`config.mk`:
```
export PLATFORM = sky130hd
export DESIGN_NAME = cs_frame_seq
export DESIGN_NICKNAME = d
export VERILOG_FILES = /design/src/rtl/cs_frame_pkg.sv /design/src/rtl/cs_frame_timer.sv /design/src/rtl/cs_frame_decode.sv /design/src/rtl/cs_frame_seq.sv
export SDC_FILE = /design/constraint.sdc
export NUM_CORES = 1
export LEC_CHECK = 0
export BUFFER_PORTS_ARGS = -buffer_cell sky130_fd_sc_hd__buf_2
export CORE_MARGIN = 2
export CORE_UTILIZATION = 30
export CTS_CLUSTER_DIAMETER = 150
export DETAILED_ROUTE_END_ITERATION = 8
export GPL_ROUTABILITY_DRIVEN = 0
export PLACE_DENSITY = 0.52
export SYNTH_ARGS = -nofsm -noshare
export SYNTH_HDL_FRONTEND = slang
export SYNTH_SLANG_ARGS = --single-unit
```
`constraint.sdc`:
```
create_clock -name clk -period 2.8 [get_ports clk]
set_clock_uncertainty 0.1 [all_clocks]
set_input_delay 0.14 -clock clk [delete_from_list [all_inputs] [get_ports clk]]
set_output_delay 0.14 -clock clk [all_outputs]
set_load 0.005 [all_outputs]
```
`src/rtl/cs_frame_pkg.sv`:
```
package cs_frame_pkg;

   typedef enum logic [3:0] {
      ST_IDLE,
      ST_ASSERT,
      ST_LEAD,
      ST_START,
      ST_XFER,
      ST_TRAIL,
      ST_RELEASE,
      ST_GAP,
      ST_LAUNCH,
      ST_HOLD
   } frame_state_e;

endpackage

```
`src/rtl/cs_frame_timer.sv`:
```
module cs_frame_timer #(
   parameter int CNT_W = 8
) (
   input  logic             clk,
   input  logic             rst_n,
   input  logic             load,
   input  logic [CNT_W-1:0] load_val,
   output logic             expired
);

   logic [CNT_W-1:0] cnt_q;

   always_ff @(posedge clk or negedge rst_n) begin
      if (!rst_n)
         cnt_q <= '0;
      else if (load)
         cnt_q <= load_val;
      else if (cnt_q != '0)
         cnt_q <= cnt_q - CNT_W'(1);
   end

   assign expired = (cnt_q == '0);

endmodule

```
`src/rtl/cs_frame_decode.sv`:
```
module cs_frame_decode #(
   parameter int NUM_CS     = 8,
   parameter bit ACTIVE_LOW = 1'b1,
   localparam int IDX_W     = $clog2(NUM_CS)
) (
   input  logic              active,
   input  logic [IDX_W-1:0]  idx,
   output logic [NUM_CS-1:0] lines
);

   genvar gi;
   generate
      for (gi = 0; gi < NUM_CS; gi++) begin : g_line
         logic hit;
         assign hit = active && (idx == IDX_W'(gi));
         if (ACTIVE_LOW) begin : g_low
            assign lines[gi] = ~hit;
         end else begin : g_high
            assign lines[gi] = hit;
         end
      end
   endgenerate

endmodule

```
`src/rtl/cs_frame_seq.sv`:
```
module cs_frame_seq
   import cs_frame_pkg::*;
#(
   parameter int NUM_CS = 8,
   parameter int DLY_W  = 8,
   parameter int GAP_W  = 6,
   localparam int IDX_W = $clog2(NUM_CS),
   localparam int CFG_W = 4 * DLY_W
) (
   input  logic              clk,
   input  logic              rst_n,
   input  logic              req_valid,
   input  logic [IDX_W-1:0]  req_idx,
   input  logic              req_hold,
   output logic              req_ready,
   input  logic [CFG_W-1:0]  cfg_delay,
   input  logic              cfg_timer_dis,
   input  logic              cfg_gap_en,
   input  logic [GAP_W-1:0]  cfg_gap,
   input  logic              eng_done,
   output logic              eng_start,
   output logic [NUM_CS-1:0] cs_n,
   output logic              busy
);

   localparam int CNT_W = (DLY_W > GAP_W) ? DLY_W : GAP_W;
   localparam int LEAD_HI  = 4 * DLY_W - 1;
   localparam int TRAIL_HI = 3 * DLY_W - 1;

   generate
      if (NUM_CS < 2) begin : g_bad_cs
         $error("cs_frame_seq: NUM_CS must be at least 2");
      end
      if (DLY_W < 1 || GAP_W < 1) begin : g_bad_w
         $error("cs_frame_seq: delay and gap widths must be positive");
      end
   endgenerate

   frame_state_e     state_q, state_d;
   logic [IDX_W-1:0] cur_idx_q, pend_idx_q;
   logic             cur_hold_q, pend_hold_q, pend_q, cs_act_q;
   logic             tmr_load, tmr_zero;
   logic [CNT_W-1:0] tmr_val;
   logic [DLY_W-1:0] lead_eff, trail_eff;
   logic [GAP_W-1:0] gap_eff;

   assign lead_eff  = cfg_timer_dis ? '0 : cfg_delay[LEAD_HI -: DLY_W];
   assign trail_eff = cfg_timer_dis ? '0 : cfg_delay[TRAIL_HI -: DLY_W];
   assign gap_eff   = cfg_gap_en ? cfg_gap : '0;

   cs_frame_timer #(.CNT_W(CNT_W)) u_timer (
      .clk      (clk),
      .rst_n    (rst_n),
      .load     (tmr_load),
      .load_val (tmr_val),
      .expired  (tmr_zero)
   );

   always_comb begin
      state_d  = state_q;
      tmr_load = 1'b0;
      tmr_val  = '0;
      unique case (state_q)
         ST_IDLE: if (req_valid) state_d = ST_ASSERT;
         ST_ASSERT: begin
            if (lead_eff == '0) state_d = ST_START;
            else begin
               state_d  = ST_LEAD;
               tmr_load = 1'b1;
               tmr_val  = CNT_W'(lead_eff - DLY_W'(1));
            end
         end
         ST_LEAD:   if (tmr_zero) state_d = ST_START;
         ST_START:  state_d = ST_XFER;
         ST_XFER, ST_HOLD: begin
            if ((state_q == ST_XFER && eng_done && cur_hold_q) ||
                (state_q == ST_HOLD && req_valid && req_idx == cur_idx_q))
               state_d = (state_q == ST_XFER) ? ST_HOLD : ST_START;
            else if ((state_q == ST_XFER && eng_done) ||
                     (state_q == ST_HOLD && req_valid)) begin
               if (trail_eff == '0) state_d = ST_RELEASE;
               else begin
                  state_d  = ST_TRAIL;
                  tmr_load = 1'b1;
                  tmr_val  = CNT_W'(trail_eff - DLY_W'(1));
               end
            end
         end
         ST_TRAIL:  if (tmr_zero) state_d = ST_RELEASE;
         ST_RELEASE: begin
            if (gap_eff != '0) begin
               state_d  = ST_GAP;
               tmr_load = 1'b1;
               tmr_val  = CNT_W'(gap_eff - GAP_W'(1));
            end else begin
               state_d = pend_q ? ST_LAUNCH : ST_IDLE;
            end
         end
         ST_GAP:    if (tmr_zero) state_d = pend_q ? ST_ASSERT : ST_IDLE;
         ST_LAUNCH: state_d = ST_ASSERT;
         default:   state_d = ST_IDLE;
      endcase
   end

   always_ff @(posedge clk or negedge rst_n) begin
      if (!rst_n) begin
         state_q     <= ST_IDLE;
         cur_idx_q   <= '0;
         cur_hold_q  <= 1'b0;
         pend_q      <= 1'b0;
         pend_idx_q  <= '0;
         pend_hold_q <= 1'b0;
         cs_act_q    <= 1'b0;
      end else begin
         state_q <= state_d;
         if (state_q == ST_IDLE && req_valid) begin
            cur_idx_q  <= req_idx;
            cur_hold_q <= req_hold;
            cs_act_q   <= 1'b1;
         end
         if (state_q == ST_HOLD && req_valid) begin
            if (req_idx == cur_idx_q) begin
               cur_hold_q <= req_hold;
            end else begin
               pend_q      <= 1'b1;
               pend_idx_q  <= req_idx;
               pend_hold_q <= req_hold;
            end
         end
         if (state_q == ST_RELEASE)
            cs_act_q <= 1'b0;
         if (state_q == ST_LAUNCH || (state_q == ST_GAP && tmr_zero && pend_q)) begin
            cs_act_q   <= 1'b1;
            cur_idx_q  <= pend_idx_q;
            cur_hold_q <= pend_hold_q;
            pend_q     <= 1'b0;
         end
      end
   end

   cs_frame_decode #(.NUM_CS(NUM_CS), .ACTIVE_LOW(1'b1)) u_decode (
      .active (cs_act_q),
      .idx    (cur_idx_q),
      .lines  (cs_n)
   );

   assign req_ready = (state_q == ST_IDLE) || (state_q == ST_HOLD);
   assign busy      = ~req_ready;
   assign eng_start = (state_q == ST_START);

   assert_single_line_R2: assert property (@(posedge clk) disable iff (!rst_n)
      $countones(~cs_n) <= 1);
   assert_start_has_line_R2: assert property (@(posedge clk) disable iff (!rst_n)
      eng_start |-> (cs_n != '1));
   assert_start_pulse_R10: assert property (@(posedge clk) disable iff (!rst_n)
      eng_start |=> !eng_start);
   assert_hold_keeps_line_R7: assert property (@(posedge clk) disable iff (!rst_n)
      (state_q == ST_HOLD) |-> (cs_n != '1));
   assert_idle_released_R11: assert property (@(posedge clk) disable iff (!rst_n)
      (state_q == ST_IDLE) |-> (cs_n == '1 && !busy));
   assert_release_rises_R4: assert property (@(posedge clk) disable iff (!rst_n)
      (state_q == ST_RELEASE) |=> (cs_n == '1));

endmodule

```
==> metrics <==
outcome=finished clean; root buffer cell=clkbuf_8; fmax=437.4 MHz; Crit. End Element=register; Yosys warning total=0; worst setup path startpoint=u_timer.cnt_q[4]$_DFFE_PN0P_; count leader, synth=dfrtp_1; worst slew pin tran=0.8305 ns; Worst Setup EP=state_q[0]$_DFFE_PN0P_; CP Data Arrival Time=2.33 ns; Die ar.=7688 um^2; Mapped Nets=306; Crit. path cell count=5; crit-path cells=or4_4, nor4b_4, o32a_2, o21ai_2, o32a_1; fin util=35.62%; post-synthesis simple-gate area fraction=28.53%; Post-route DRC=0; largest net degree at the start of global routing=23; Initial DRT Pass Iterations=4; Max Root-Sink Buffers=2; Leak=0.0009637 uW; antenna fix cells=0; detailed placer's ending HPWL=4079 um; Crit-path slowest cell=or4_4; Area Overhead vs Synth=15.19%; Synth Area in Compound Gates=23.29%; WP buf/inv=0; Die X=87.68 um; hold depth=2; CTS tree=built; Critical Path Fanout Max=7; H-tree depth=1; gr usage total=14.03%; setup ws final=0.5139 ns; Mapped Avg Cell Area=8.336 um^2; pre-CTS WS=0.4145 ns; top cells by area, synth=dfrtp_1 26%, xnor2_1 6.3%, o21ai_0 5.0%; total power=1948 uW; Overflow after GRT=0; worst r2r path cells=5; register-to-register path setup slack=0.51 ns; CTS Sinks=22; vias after detailed routing=2006; layout cells sized above 1=22.76%; Setup TNS Final=0 ns; Crit Path Class=register to register; num rows=30; MaxCap Viol Count=0; unrepaired setup endpoints after global routing=false; vias in the first global route=1866; worst rel slew slack=44.13%; min cycle time layout=2.286 ns; Synth Area in XOR/XNOR=8.755%; Initial Utilization=30.92%; Synth Area in Adders=3.574%; Post-Synthesis Cell Area=2101 um^2; Detail Route Antenna Nets=0; routed vias/inst=5.197; PD cells=804.8 nW/um^2; Required @ worst endpoint=2.85 ns; CTS buffer count=3; first-pass GRT wire length=8721 um; Initial DRC Count=105; largest family of logic cells by synthesized area=simple AND/OR/NAND/NOR gates; Slew Limit Fails=0; worst flop-to-flop path startpoint=u_timer.cnt_q[4]$_DFFE_PN0P_; I/O Buffers=42; io pins=59; worst-skew pair later-pin latency=0.26 ns; Nets=345; # setup viols final=0; Commonest cells post-synth=22 x dfrtp_1, 21 x nand2_1, 21 x o21ai_0; Hold Path Class=primary input to register; core area=6794 um^2; mux share of post-synthesis cell area=3.157%; reg2reg end=state_q[0]$_DFFE_PN0P_; Synth Flop Type=dfrtp_1; ratio of final minimum period to clock period=81.64%; final hold violations=0; post-CTS setup buffers=0; Seq/Total Area, Yosys=26.21%; Synth top area share=26.21%; area leader, netlist=dfrtp_1; peak supply drop=0.0002419 V; crit-path leading delay family=simple AND/OR/NAND/NOR gates; antenna violations before repair=0; Synth Register Bits=22; crit path launch type=register; Synth Instances=252; WL per Instance=13.26 um; synth unique cells=61; Post-synth EDFFs=0; Synth async-reset ratio=100.0%; hold-fix buffers at CTS=1; # resized after CTS=0; WL final=5120 um; Die Span Y=87.68 um; max incr delay on CP=0.58 ns; clock transition at the registers of the reported paths=0.08 ns
==> stage by stage <==
step | hold WS (ns) | area, um^2 | cells
floorplan | -0.2556 | 2101 | 252
global placement | 0.04968 | 2355 | 381
detailed placement | 0.04963 | 2355 | 381
CTS | 0.03535 | 2420 | 386
global route | 0.03115 | 2420 | 386
finish | 0.03504 | 2420 | 386
==> cell type report <==
class,instances,area [um^2]
repair buffers,46,242.7
flip-flops and latches,22,550.5
fillers,747,4374
inverters,10,37.54
clock buffers,4,55.05
well taps,96,120.1
multi-input cells,208,1414
==> worst register-to-register path, stage by stage (launching register included) <==
cell	delay, ns
dfrtp_1	0.42
or4_4	0.58
nor4b_4	0.44
o32a_2	0.29
o21ai_2	0.06
o32a_1	0.28
==> cells in the final DEF, fill, tap and decap left out, types with 2 or more instances in the layout <==
cell / n
o31ai_1: 3
o32a_1: 2
xor2_1: 6
nor2_1: 19
ha_1: 6
nor4_1: 5
o2111ai_1: 3
buf_4: 3
a22oi_1: 6
dfrtp_1: 22
xnor2_1: 15
o211a_1: 2
nand3_1: 9
nor3b_1: 2
o21ai_0: 21
nand2_1: 21
clkbuf_8: 4
nand2b_1: 10
a31oi_1: 2
buf_2: 42
o21a_1: 3
nor3_1: 12
or3_1: 2
a222oi_1: 2
nand4_1: 2
mux2_2: 5
o211ai_1: 6
a21oi_1: 7
a211oi_1: 2
nand4bb_1: 2
inv_1: 10
nor2b_1: 4
nand3b_1: 3
==> power by group <==
group,leakage (uW),internal (uW),switching [uW]
sequential,0.000271,469,219
clock,0.0000288,125,103
combinational,0.000664,506,526
==> cells by family after synthesis <==
kind of cell / count (synthesis)
simple gates: 105
compound gates: 70
buf+inv: 22
flops: 22
xor+xnor: 21
mux: 6
fa+ha+maj: 6
==> routing by layer <==
| metal | share of wire, % | up-vias | global-route usage (%) |
|---|---|---|---|
| li1 | - | 1019 | - |
| met1 | 49 | 930 | 19.30 |
| met2 | 45 | 52 | 23.42 |
| met3 | 4.6 | 5 | 2.545 |
| met4 | 0.61 | 0 | 2.238 |
| met5 | 0 | - | 0 |
==> state kept, by name (all words and copies together), names as in the netlist <==
| register | cells |
|---|---|
| cs_act_q | 1 |
| state_q | 4 |
| cur_hold_q | 1 |
| pend_idx_q | 3 |
| pend_hold_q | 1 |
| cur_idx_q | 3 |
| u_timer.cnt_q | 8 |
| pend_q | 1 |
==> worst min path at each step <==
| stage | startpoint | to | slack [ns] |
|---|---|---|---|
| after global routing | req_hold | pend_hold_q$_DFFE_PN0P_ | 0.03 |
| after floorplan | rst_n | cs_act_q$_DFFE_PN0P_ | -0.26 |
| after global placement | rst_n | state_q[1]$_DFFE_PN0P_ | 0.05 |
| after detailed placement | rst_n | state_q[1]$_DFFE_PN0P_ | 0.05 |
| final | req_hold | pend_hold_q$_DFFE_PN0P_ | 0.04 |
| after CTS | req_hold | pend_hold_q$_DFFE_PN0P_ | 0.04 |
Note: power is estimated with default switching activity, not from simulation.
